<file path="config.mk">
export PLATFORM = sky130hd
export DESIGN_NAME = ax25_bit_serializer
export DESIGN_NICKNAME = d
export VERILOG_FILES = /design/src/rtl/ax25_ser_pkg.sv /design/src/rtl/ax25_fcs_engine.sv /design/src/rtl/ax25_stuff_tracker.sv /design/src/rtl/ax25_bit_serializer.sv
export SDC_FILE = /design/constraint.sdc
export NUM_CORES = 1
export LEC_CHECK = 0
export BUFFER_PORTS_ARGS = -buffer_cell sky130_fd_sc_hd__buf_2
export CORE_MARGIN = 1
export CORE_UTILIZATION = 62
export CTS_CLUSTER_DIAMETER = 50
export DETAILED_ROUTE_END_ITERATION = 8
export HOLD_SLACK_MARGIN = 0.1
export PLACE_DENSITY = 0.85
export SLEW_MARGIN = 20
export SYNTH_ARGS = -nofsm -noshare
export SYNTH_HDL_FRONTEND = slang
export SYNTH_SLANG_ARGS = --single-unit
</file>
<file path="constraint.sdc">
create_clock -name clk -period 3.3 [get_ports clk]
set_input_delay 0.33 -clock clk [delete_from_list [all_inputs] [get_ports clk]]
set_output_delay 0.33 -clock clk [all_outputs]
set_load 0.01 [all_outputs]
</file>
<file path="src/rtl/ax25_ser_pkg.sv">
// Shared definitions for the AX.25 bit serializer: the transmission
// phases, the flag pattern and the reflected CRC polynomial.
package ax25_ser_pkg;

    typedef enum logic [2:0] {
        PH_IDLE,
        PH_PRE,
        PH_HDR,
        PH_DATA,
        PH_FCS,
        PH_SEP,
        PH_TAIL
    } phase_t;

    localparam logic [7:0]  FLAG_BYTE    = 8'h7E;
    localparam logic [15:0] CRC_POLY_REV = 16'h8408;
    localparam logic [15:0] CRC_INIT     = 16'hFFFF;
    localparam int          STUFF_RUN    = 5;

endpackage

</file>
<file path="src/rtl/ax25_fcs_engine.sv">
// Bit-serial reflected CRC-16 register.
// Assumes: clear_i and shift_i never rise together. The caller
// complements crc_o to form the transmitted check sequence.
module ax25_fcs_engine #(
    parameter logic [15:0] POLY_REV = 16'h8408,
    parameter logic [15:0] INIT     = 16'hFFFF
) (
    input  logic        clk,
    input  logic        rst_n,
    input  logic        clear_i,
    input  logic        shift_i,
    input  logic        bit_i,
    output logic [15:0] crc_o
);

    logic [15:0] crc_q;
    logic        fb;

    // feedback bit of the LSB-first shift
    assign fb = crc_q[0] ^ bit_i;

    // preset at frame start, fold in one payload bit per shift
    always_ff @(posedge clk) begin
        if (!rst_n) begin
            crc_q <= INIT;
        end else if (clear_i) begin
            crc_q <= INIT;
        end else if (shift_i) begin
            crc_q <= (crc_q >> 1) ^ ({16{fb}} & POLY_REV);
        end
    end

    assign crc_o = crc_q;

endmodule

</file>
<file path="src/rtl/ax25_stuff_tracker.sv">
// Counts consecutive 1s handed out in stuffable regions and flags when a
// zero must be inserted. Assumes: take_i marks every bit that leaves the
// block, including the inserted zeros, and countable_i describes that bit.
module ax25_stuff_tracker #(
    parameter int RUN_LEN = 5,
    localparam int RUN_W  = $clog2(RUN_LEN + 1)
) (
    input  logic             clk,
    input  logic             rst_n,
    input  logic             restart_i,
    input  logic             take_i,
    input  logic             countable_i,
    input  logic             bit_i,
    output logic             due_o,
    output logic [RUN_W-1:0] run_o
);

    logic [RUN_W-1:0] run_q;

    assign due_o = (run_q == RUN_W'(RUN_LEN));

    // update the run length on every bit handed out
    always_ff @(posedge clk) begin
        if (!rst_n || restart_i) begin
            run_q <= '0;
        end else if (take_i) begin
            if (due_o)
                run_q <= '0;
            else if (countable_i && bit_i)
                run_q <= run_q + 1'b1;
            else
                run_q <= '0;
        end
    end

    assign run_o = run_q;

endmodule

</file>
<file path="src/rtl/ax25_bit_serializer.sv">
// Top of the AX.25 bit serializer. It sequences the preamble, header,
// frame, check-sequence, separator and tail phases, and hands out one bit
// per modulator request. Assumes: the buffer answers frame_len_i and byte_i
// combinationally for the selects, every frame length is at most MAX_BYTES,
// the frame count is at most MAX_FRAMES, each flag count is at least 1, and
// buffer contents stay unchanged while busy_o is high.
module ax25_bit_serializer
    import ax25_ser_pkg::*;
#(
    parameter int MAX_FRAMES = 8,
    parameter int MAX_BYTES  = 64,
    parameter int PRE_FLAGS  = 32,
    parameter int HDR_FLAGS  = 2,
    parameter int SEP_FLAGS  = 2,
    parameter int TAIL_FLAGS = 2,
    localparam int IDX_W  = (MAX_FRAMES > 1) ? $clog2(MAX_FRAMES) : 1,
    localparam int CNT_W  = $clog2(MAX_FRAMES + 1),
    localparam int ADDR_W = (MAX_BYTES > 1) ? $clog2(MAX_BYTES) : 1,
    localparam int LEN_W  = $clog2(MAX_BYTES + 1)
) (
    input  logic              clk,
    input  logic              rst_n,
    input  logic              start_i,
    input  logic [CNT_W-1:0]  frame_count_i,
    output logic [IDX_W-1:0]  frame_sel_o,
    output logic [ADDR_W-1:0] byte_sel_o,
    input  logic [7:0]        byte_i,
    input  logic [LEN_W-1:0]  frame_len_i,
    input  logic              bit_req_i,
    output logic              bit_o,
    output logic              busy_o,
    output logic              done_o
);

    localparam int FMAX_A = (PRE_FLAGS > HDR_FLAGS) ? PRE_FLAGS : HDR_FLAGS;
    localparam int FMAX_B = (SEP_FLAGS > TAIL_FLAGS) ? SEP_FLAGS : TAIL_FLAGS;
    localparam int FMAX   = (FMAX_A > FMAX_B) ? FMAX_A : FMAX_B;
    localparam int FLAG_W = (FMAX > 1) ? $clog2(FMAX) : 1;
    localparam int RUN_W  = $clog2(STUFF_RUN + 1);

    phase_t            phase_q;
    phase_t            flag_next;
    logic [3:0]        bitpos_q;
    logic [FLAG_W-1:0] flagnum_q;
    logic [FLAG_W-1:0] flag_last;
    logic [CNT_W-1:0]  frame_q;
    logic [CNT_W-1:0]  total_q;
    logic [ADDR_W-1:0] byte_q;
    logic              bit_q;
    logic              done_q;

    logic              active;
    logic              take;
    logic              advance;
    logic              launch;
    logic              flag_phase;
    logic              flag_end;
    logic              last_byte;
    logic              cur_bit;
    logic              stuff_due;
    logic              countable;
    logic              crc_clear;
    logic              crc_shift;
    logic [15:0]       crc_val;
    logic [RUN_W-1:0]  stuff_run;

    assign active    = (phase_q != PH_IDLE);
    assign take      = bit_req_i && active;
    assign advance   = take && !stuff_due;
    assign launch    = !active && start_i && (frame_count_i != '0);
    assign countable = (phase_q == PH_DATA) || (phase_q == PH_FCS);

    // decide whether the current phase is a flag phase and its last flag index
    always_comb begin
        flag_phase = 1'b1;
        flag_last  = '0;
        case (phase_q)
            PH_PRE:  flag_last = FLAG_W'(PRE_FLAGS - 1);
            PH_HDR:  flag_last = FLAG_W'(HDR_FLAGS - 1);
            PH_SEP:  flag_last = FLAG_W'(SEP_FLAGS - 1);
            PH_TAIL: flag_last = FLAG_W'(TAIL_FLAGS - 1);
            default: flag_phase = 1'b0;
        endcase
    end

    assign flag_end  = flag_phase && (bitpos_q[2:0] == 3'd7) && (flagnum_q == flag_last);
    assign last_byte = (LEN_W'(byte_q) + 1'b1) == frame_len_i;

    // choose the phase that follows the last flag of a flag phase
    always_comb begin
        flag_next = PH_IDLE;
        case (phase_q)
            PH_PRE:  flag_next = PH_HDR;
            PH_HDR:  flag_next = (frame_len_i == '0) ? PH_FCS : PH_DATA;
            PH_SEP:  flag_next = (frame_q == total_q) ? PH_TAIL :
                                 ((frame_len_i == '0) ? PH_FCS : PH_DATA);
            default: flag_next = PH_IDLE;
        endcase
    end

    // select the bit the current phase would hand out next
    always_comb begin
        case (phase_q)
            PH_DATA: cur_bit = byte_i[bitpos_q[2:0]];
            PH_FCS:  cur_bit = ~crc_val[bitpos_q];
            PH_IDLE: cur_bit = 1'b0;
            default: cur_bit = FLAG_BYTE[bitpos_q[2:0]];
        endcase
    end

    assign crc_clear = advance && flag_end &&
                       ((flag_next == PH_DATA) || (flag_next == PH_FCS));
    assign crc_shift = advance && (phase_q == PH_DATA);

    ax25_fcs_engine #(
        .POLY_REV (CRC_POLY_REV),
        .INIT     (CRC_INIT)
    ) u_fcs (
        .clk     (clk),
        .rst_n   (rst_n),
        .clear_i (crc_clear),
        .shift_i (crc_shift),
        .bit_i   (cur_bit),
        .crc_o   (crc_val)
    );

    ax25_stuff_tracker #(
        .RUN_LEN (STUFF_RUN)
    ) u_stuff (
        .clk         (clk),
        .rst_n       (rst_n),
        .restart_i   (launch),
        .take_i      (take),
        .countable_i (countable),
        .bit_i       (cur_bit),
        .due_o       (stuff_due),
        .run_o       (stuff_run)
    );

    // phase sequencing, counters and the registered serial bit
    always_ff @(posedge clk) begin
        if (!rst_n) begin
            phase_q   <= PH_IDLE;
            bitpos_q  <= '0;
            flagnum_q <= '0;
            frame_q   <= '0;
            total_q   <= '0;
            byte_q    <= '0;
            bit_q     <= 1'b0;
            done_q    <= 1'b0;
        end else begin
            done_q <= 1'b0;
            if (launch) begin
                phase_q   <= PH_PRE;
                bitpos_q  <= '0;
                flagnum_q <= '0;
                frame_q   <= '0;
                byte_q    <= '0;
                total_q   <= frame_count_i;
            end else if (take) begin
                bit_q <= stuff_due ? 1'b0 : cur_bit;
                if (!stuff_due) begin
                    case (phase_q)
                        PH_DATA: begin
                            if (bitpos_q[2:0] == 3'd7) begin
                                bitpos_q <= '0;
                                if (last_byte) begin
                                    byte_q  <= '0;
                                    phase_q <= PH_FCS;
                                end else begin
                                    byte_q <= byte_q + 1'b1;
                                end
                            end else begin
                                bitpos_q <= bitpos_q + 1'b1;
                            end
                        end
                        PH_FCS: begin
                            if (bitpos_q == 4'd15) begin
                                bitpos_q <= '0;
                                frame_q  <= frame_q + 1'b1;
                                phase_q  <= PH_SEP;
                            end else begin
                                bitpos_q <= bitpos_q + 1'b1;
                            end
                        end
                        default: begin
                            if (bitpos_q[2:0] == 3'd7) begin
                                bitpos_q <= '0;
                                if (flag_end) begin
                                    flagnum_q <= '0;
                                    phase_q   <= flag_next;
                                    if (phase_q == PH_TAIL)
                                        done_q <= 1'b1;
                                end else begin
                                    flagnum_q <= flagnum_q + 1'b1;
                                end
                            end else begin
                                bitpos_q <= bitpos_q + 1'b1;
                            end
                        end
                    endcase
                end
            end
        end
    end

    assign frame_sel_o = frame_q[IDX_W-1:0];
    assign byte_sel_o  = byte_q;
    assign bit_o       = bit_q;
    assign busy_o      = active;
    assign done_o      = done_q;

endmodule

</file>
==> flow_summary.ini, run 1 <==
[yosys]
synthTopCellsByCount = nand2_1, dfxtp_1, nor2_1
ys_seq_elements = 48
synthArstFlopShare_pct = 0
yosysTopAreaCellShare_pct = 34.63
syn_avg_cell_area_sq_um = 8.487
yosysTopAreaCell = dfxtp_1
ys_types = 59
syn_nets = 357
synth_ff_type = dfxtp_1
ys_warn_count = 0
syn_area_sq_um = 2775
ys_seq_area_share_pct = 34.63
synth.most_common_cell = nand2_1
synth_edf_count = 0
syn_inst = 327
synth_area_leaders = dfxtp_1, nand2_1, xnor2_1, nand3_1, nor2_1

[flow_run]
drv_cap = 0

[sta]
fmaxAchievable_mhz = 381.3
postLayoutSetupSlackWorst_ns = 0.6775
finalClockSkew_ns = 0.003703
rsz0062_at_grt = no
hold_viol = 0
post-route-min-period_ns = 2.622
finalCritPeriodShare_pct = 79.47
slew_viol_final = 0
worst_slew_pin_slew_ns = 0.6589
finalSetupViolations = 0
fin_tns_setup_ns = 0
relSlewSlack_pct = 56.07

[worst_setup_path]
path_class = reg2reg
cp-start-kind = flop
worstPathCellList = mux4_1, o22a_1, a311oi_4, o21ai_2, or3b_1, a31oi_1
cp.arrival_ns = 2.86
required_ns = 3.54
max_stage_delay_ns = 0.66
crit_path_max_fanout = 12
cp-end-kind = flop
slowest_stage = dfxtp_1

[grt]
grt_use_total_pct = 27.61
grt_max_degree = 20
overflow = 0
antenna_found_initial = 0
grt_pass1_vias = 2182
grt_pass1_wl_mm = 9.791

[outcome]
status = finished clean

[layout]
antenna_cells = 0
area_growth_pct = 10.78
layout-drive-gt1-share_pct = 15.54
nets = 383

[floorplan]
fp.coreArea_sq_um = 4144
die_w_um = 68.91
pin_count = 35
initial_core_util_pct = 66.97
die_area_sq_um = 4748
rows = 23
die_h_um = 68.91

[cts]
worstSkewPairLatency_ns = 0.30
cts_setup_buffers = 0
cts_tree = yes
cts_buffer_depth = 2
clk_pin_slew_ns = 0.08
post_cts_resize_count = 0
numCtsBuffers = 5
clock_sinks = 48
cts_hold_buf = 0
htree_levels = 2
clockRootBuffer = clkbuf_8

[routing]
drc = 0
firstDrtPassIters = 5
drt_wl_total_mm = 6.115
ant_nets = 0
drt_iter0_drc = 179
wl_per_cell_um = 15.14
vias_per_cell = 6.245
num_vias = 2523

[power_and_ir_drop]
switching_power_mw = 0.2649
powerDensity_nw_per_um2 = 378.1
switching_share_pct = 22.79
internal_power_mw = 0.8975
p_seq_share_pct = 50.9
ir_drop_mv = 0.3535
leakage_nw = 1.199
p_clk_share_pct = 39.7
combPwrFrac_pct = 9.4

[place]
portBuffers = 34
dp_hpwl_mm = 4.385
gp_congestion = 0.9029
dp_slack_ns = 0.6054

[worst_hold_path]
holdCritPathClass = in2reg
-- worst max-delay path, delay by kind of cell, from the launching register on --
kind               cells  cell delay, ns
AOI/OAI and AO/OA      4            0.89
DFF                    1            0.66
muxes                  1            0.61
and+or+nand+nor        1            0.39
-- cell families after synthesis --
group,count (synthesis),synth area share [%]
AOI/OAI and AO/OA,60,16.01
xor gates and xnor gates,26,8.701
adders and majority gates,7,3.156
buffers and inverters,26,4.328
DFF,48,34.63
muxes,13,7.394
and+or+nand+nor,147,25.79
-- sequential cells by signal (all words and copies together), names as in the netlist, named ones only --
signal         flops
bit_o              1
bitpos_q           4
byte_sel_o         6
done_o             1
flagnum_q          5
frame_q            4
phase_q            3
total_q            4
u_fcs.crc_o       16
u_stuff.run_o      3
-- power groups by stage --
stage / registers [mW] / clock network, mW / logic (mW)
CTS: 0.592 / 0.470 / 0.106
floorplan: 0.602 / 0 / 0.0736
global route: 0.593 / 0.490 / 0.118
global placement: 0.605 / 0 / 0.102
finish: 0.592 / 0.462 / 0.109
detailed placement: 0.605 / 0 / 0.105
-- metrics by stage --
| step | cells | util (%) | hold slack, ns | instance area (sq um) | total power, mW |
|---|---|---|---|---|---|
| after floorplan | 327 | - | 0.4542 | 2775 | 0.6760 |
| after global placement | 396 | 71.04 | 0.4673 | 2944 | 0.7076 |
| after detailed placement | 396 | 71.04 | 0.4782 | 2944 | 0.7100 |
| after CTS | 404 | 74.09 | 0.2752 | 3070 | 1.168 |
| after global routing | 404 | 74.18 | 0.2912 | 3074 | 1.200 |
| final | 404 | 74.18 | 0.2817 | 3074 | 1.162 |
-- metal layers --
layer | track usage, % | routed length [um]
met4 | 10.71 | 164
met3 | 4.934 | 301
met2 | 45.15 | 2863
met1 | 35.91 | 2786
met5 | 0 | 0
-- cell usage in the layout (no fill, tap or decap), drive strengths merged, types with 3 or more instances in the layout --
master  instances
a21oi          15
inv             7
nor4            3
xnor2          15
a21boi          3
dfxtp          48
clkbuf          7
o211ai          4
xor2           10
nor2           24
ha              7
nand2b          4
a31oi           5
or3             4
nand3          23
o21ai           7
nand4           9
nand2          54
mux2i           7
buf            38
mux4            5
nor3            7
and3            3
nor2b           3
o31ai           3
-- final cells by class --
| cell class | instances | area [sq um] |
|---|---|---|
| multi-input cells | 253 | 1698 |
| fillers | 316 | 1070 |
| flip-flops and latches | 48 | 960.9 |
| repair buffers | 38 | 200.2 |
| clock buffers | 7 | 96.34 |
| well taps | 50 | 62.56 |
| clock inverters | 1 | 30.03 |
| inverters | 7 | 26.28 |
-- path summary, 6_finish.rpt --
path                                       start               end  slack, ns  cells past startpoint
worst max-delay path                 bitpos_q[0]  u_stuff.run_o[2]       0.68                      6
worst min-delay path            frame_count_i[2]        total_q[2]       0.28                      3
worst max register to register       bitpos_q[0]  u_stuff.run_o[2]       0.68                      6
worst min register to register    u_fcs.crc_o[7]    u_fcs.crc_o[7]       0.48                      2
Note: power is estimated with default switching activity, not from simulation.
==> inputs of run 2 (changes only) <==
- ABC_AREA: default -> 1
- CORE_UTILIZATION: 62 -> 58
- PLACE_DENSITY: 0.85 -> 0.8
- clock period: 3.3 -> 2.55 ns (I/O delays scaled with it)
==> flow_summary.ini, run 2 <==
[outcome]
status = finished clean

[worst_hold_path]
holdCritPathClass = in2reg

[power_and_ir_drop]
combPwrFrac_pct = 10.8
switching_share_pct = 25.35
ir_drop_mv = 0.2905
p_seq_share_pct = 55.5
internal_power_mw = 1.039
leakage_nw = 1.542
p_clk_share_pct = 33.7
switching_power_mw = 0.3527
powerDensity_nw_per_um2 = 444.6
power.total_mw = 1.391

[yosys]
synthTopCellsByCount = nand2_1, nand3_1, nor2_1
synth_ff_type = dfxtp_1
yosysTopAreaCellShare_pct = 33.86
ys_seq_area_share_pct = 33.86
synth_area_leaders = dfxtp_1, nand2_1, nand3_1, nor2_1, inv_1
yosysTopAreaCell = dfxtp_1
syn_nets = 472
synth.most_common_cell = nand2_1
synth_edf_count = 0
synthArstFlopShare_pct = 0
syn_inst = 442
ys_types = 34
syn_avg_cell_area_sq_um = 6.420
syn_area_sq_um = 2838
ys_warn_count = 0
ys_seq_elements = 48

[layout]
seq_area_sq_um = 960.9
antenna_cells = 0
nets = 505
fin_cells = 543
layout_commonest_cell = nand2_1
multi_input_area_sq_um = 1588
nFillCells = 446
stdcell_area_sq_um = 3129
postLayoutCoreUtil_pct = 66.25
largest_register_ffs = 16
layout-drive-gt1-share_pct = 13.03
mostFrequentLayoutCells = nand2_1, nand3_1, nor2_1
area_growth_pct = 10.27

[grt]
grt_pass1_wl_mm = 10.22
antenna_found_initial = 0
grt_max_degree = 20
overflow = 0
grt_pass1_vias = 2378
grt_use_total_pct = 24.95

[floorplan]
rows = 25
die_area_sq_um = 5176
fp.coreArea_sq_um = 4723
pin_count = 35
die_h_um = 71.95
die_w_um = 71.95
initial_core_util_pct = 60.08

[worst_setup_path]
r2r_setup_slack_ns = 0.47
required_ns = 2.78
r2r-end = u_stuff.run_o[2]
cp-start-kind = flop
path_class = reg2reg
cp-end-kind = flop
startpoint = bitpos_q[0]
rr_startpoint = bitpos_q[0]
cp.arrival_ns = 2.31
reg2reg_depth = 11
crit_end = u_stuff.run_o[2]
crit_path_max_fanout = 10

[cts]
cts_setup_buffers = 0
post_cts_resize_count = 0
cts_hold_buf = 0
cts_buffer_depth = 2
worstSkewPairLatency_ns = 0.31
numCtsBuffers = 5
clockRootBuffer = clkbuf_8
cts_tree = yes
clk_pin_slew_ns = 0.09
clock_sinks = 48
htree_levels = 2

[sta]
fmaxAchievable_mhz = 480.2
worst_slew_pin_slew_ns = 0.4290
post-route-min-period_ns = 2.083
finalClockSkew_ns = 0.009008
finalSetupViolations = 0
slew_viol_final = 0
postLayoutSetupSlackWorst_ns = 0.4675
rsz0062_at_grt = no
finalCritPeriodShare_pct = 81.67
timing.hold.ws_ns = 0.2038
hold_viol = 0
fin_tns_setup_ns = 0
relSlewSlack_pct = 71.33

[flow_run]
drv_cap = 0

[place]
place_area_sq_um = 3039
portBuffers = 34
dp_hpwl_mm = 4.749
dp.cells = 535
dp_slack_ns = 0.5199
gp_congestion = 0.9068

[routing]
vias_per_cell = 5.212
firstDrtPassIters = 7
drt_wl_total_mm = 6.304
num_vias = 2830
drt_iter0_drc = 180
drc = 0
ant_nets = 0
wl_per_cell_um = 11.61
run 2: cell types whose count changed in the layout (fill, tap and decap cells not counted), moves of 7 or more:
cell,change
nand2_1,+79
xnor2_1,-10
nor2_1,+30
nand3_1,+35
inv_1,+46
o21ai_0,+7
mux2i_1,-7
run 2: kinds of logic after synthesis:
group | count (synthesis) | synth area share, %
xor gates and xnor gates | 10 | 3.086
AOI/OAI and AO/OA | 38 | 7.937
buffers and inverters | 69 | 10.18
adders and majority gates | 7 | 3.086
and+or+nand+nor | 270 | 41.84
DFF | 48 | 33.86
run 2: cell type report:
cell class	instances	area share (%)
multi-input combinational	325	50.74
sequential	48	30.71
inverter	59	7.077
timing repair buffer	36	5.918
clock buffer	8	2.879
tap	67	2.679
run 2: power groups by stage:
stage	combinational [mW]	clock [mW]	sequential (mW)
4_1_cts	0.149	0.473	0.772
5_1_grt	0.169	0.498	0.774
2_1_floorplan	0.107	0	0.786
3_3_place_gp	0.144	0	0.789
6_report	0.150	0.469	0.772
3_5_place_dp	0.148	0	0.790
run 2: worst max-delay path, cell delays in order, from the launching register on:
cell     delay [ns]
dfxtp_1        0.55
buf_4          0.24
o21ai_0        0.12
nand2_1        0.08
nand3_1        0.08
nand2_1        0.09
nand3_1        0.07
nand2_1        0.13
nand2_1        0.10
nor2_1         0.27
nand3_1        0.12
a21oi_1        0.16
run 2: per-layer routing:
layer / up-vias / routed length, um / part of all wire, % / track usage, %
met5: - / 0 / 0 / 0
met3: 9 / 258 / 4.1 / 4.306
li1: 1474 / - / - / -
met1: 1271 / 3091 / 49 / 33.57
met2: 76 / 2871 / 46 / 41.51
met4: 0 / 82 / 1.3 / 6.972
run 2: how the worst min path moves through the flow:
stage	from	to	slack [ns]	cells after the start
2_1_floorplan	frame_count_i[0]	total_q[0]	0.41	1
3_3_place_gp	u_fcs.crc_o[3]	u_fcs.crc_o[2]	0.45	2
3_5_place_dp	frame_q[3]	frame_q[3]	0.46	1
4_1_cts	frame_count_i[0]	total_q[0]	0.20	2
5_1_grt	frame_count_i[0]	total_q[0]	0.22	2
6_report	frame_count_i[0]	total_q[0]	0.20	2
==> inputs of run 3 (changes only) <==
- CORE_UTILIZATION: 58 -> 52
- PLACE_DENSITY: 0.8 -> 0.75
- clock period: 2.55 -> 1.8 ns (I/O delays scaled with it)
==> flow_summary.ini, run 3 (same netlist as run 2, synthesis figures left out) <==
[worst_setup_path]
crit_top_cell = nand3_1
path_class = reg2reg
crit_path_max_fanout = 7
worstPathCellList = buf_4, inv_1, o21ai_2, nand3_1, a21oi_1, nand3_2, nand2_2, nand3_4, nand3_1, nand2_1, nor2_1
max_stage_delay_ns = 0.36
r2r_setup_slack_ns = 0.01
cp.arrival_ns = 2.02
cp-start-kind = flop
cp-end-kind = flop
r2r-end = phase_q[0]
slowest_stage = dfxtp_2
required_ns = 2.02
rr_startpoint = byte_sel_o[0]
reg2reg_depth = 11
startpoint = byte_sel_o[0]

[grt]
grt_use_total_pct = 23.74
antenna_found_initial = 0
grt_max_degree = 15
grt_pass1_vias = 2535
grt_pass1_wl_mm = 10.44
overflow = 0

[cts]
cts_buffer_depth = 2
clk_pin_slew_ns = 0.08
worstSkewPairLatency_ns = 0.30
clock_sinks = 48
cts_tree = yes
htree_levels = 2
numCtsBuffers = 5
cts_hold_buf = 0
clockRootBuffer = clkbuf_8

[place]
gp_congestion = 0.8439
dp_hpwl_mm = 4.874
portBuffers = 34

[sta]
fmaxAchievable_mhz = 558.5
rsz0062_at_grt = yes
post-route-min-period_ns = 1.790
hold_viol = 0
relSlewSlack_pct = 80.78
finalClockSkew_ns = 0.008087
slew_viol_final = 0
timing.hold.ws_ns = 0.1467
worst_slew_pin_slew_ns = 0.2853
finalCritPeriodShare_pct = 99.47
finalSetupViolations = 0

[routing]
ant_nets = 0
vias_per_cell = 5.188
drt_wl_total_mm = 6.957
wl_per_cell_um = 12.14
firstDrtPassIters = 4
drt_iter0_drc = 151
num_vias = 2973
drc = 0

[layout]
area_growth_pct = 23.10
multi_input_area_sq_um = 1702
antenna_cells = 0
mostFrequentLayoutCells = nand2_1, nand3_1, inv_1, nor2_1, dfxtp_1
nFillCells = 462
layout_commonest_cell = nand2_1
largest_register_ffs = 16
layout-drive-gt1-share_pct = 25.65
nets = 535
seq_area_sq_um = 979.7
postLayoutCoreUtil_pct = 67.54

[flow_run]
drv_cap = 0

[floorplan]
die_area_sq_um = 5756
pin_count = 35
initial_core_util_pct = 54.86
fp.coreArea_sq_um = 5172
die_h_um = 75.87
die_w_um = 75.87
rows = 26

[power_and_ir_drop]
leakage_nw = 1.698
ir_drop_mv = 0.4636
powerDensity_nw_per_um2 = 550.8
power.total_mw = 1.924

[worst_hold_path]
holdCritPathClass = in2reg
min_from = frame_count_i[0]
whs_path_depth = 2
whs_endpoint = total_q[0]

[outcome]
status = finished clean
-- run 3: cell count changes in the layout (fill, tap and decap cells not counted), sizes merged --
cell	before	now
clkinv	0	1
clkbuf	8	5
buf	36	66
inv	59	58
-- run 3: what timing repair did --
| action | CTS | global route |
|---|---|---|
| buffers inserted | 0 | 12 |
| resized for setup | 9 | 49 |
| endpoints found under the setup margin | 4 | 35 |
| pin swaps | 1 | 19 |
| cloned | 0 | 1 |
-- run 3: worst max-delay path: cells and delay by family, from the launching register on --
family                 cells  cell delay, ns
AND/OR/NAND/NOR            7            0.70
flip-flops                 1            0.36
buffers and inverters      2            0.25
AO/OA/AOI/OAI              2            0.42
-- run 3: final cells by class --
class	count	share of cell area [%]
multi-input cells	325	48.71
flip-flops and latches	48	28.04
repair buffers	66	12.00
inverters	59	6.769
well taps	70	2.507
clock buffers	5	1.970
-- run 3: worst max path at each step --
stage	endpoint	cells past startpoint
2_1_floorplan	phase_q[1]	12
5_1_grt	phase_q[0]	9
4_1_cts	u_stuff.run_o[2]	12
3_3_place_gp	phase_q[1]	11
3_5_place_dp	u_fcs.crc_o[2]	11
6_report	phase_q[0]	11
-- run 3: power by group --
| part | switching [mW] | total (mW) | internal [mW] |
|---|---|---|---|
| combinational | 0.147 | 0.249 | 0.102 |
| clock | 0.336 | 0.587 | 0.251 |
| sequential | 0.0133 | 1.09 | 1.07 |
-- run 3: layer usage --
layer | vias up | wire, um | global-route usage, %
li1 | 1531 | - | -
met5 | - | 0 | 0
met3 | 16 | 353 | 3.968
met1 | 1341 | 3135 | 29.98
met2 | 85 | 3314 | 41.30
met4 | 0 | 154 | 7.202
-- run 3: metrics by stage --
stage / cells / setup TNS [ns] / worst slack (ns) / area (sq um)
5_1_grt: 573 / -2.070 / -0.1299 / 3493
6_report: 573 / 0 / 0.009630 / 3493
4_1_cts: 560 / 0 / 0.002474 / 3276
3_3_place_gp: 555 / 0 / 0.02837 / 3172
2_1_floorplan: 442 / 0 / 0.07516 / 2839
3_5_place_dp: 555 / -0.3929 / -0.04046 / 3172
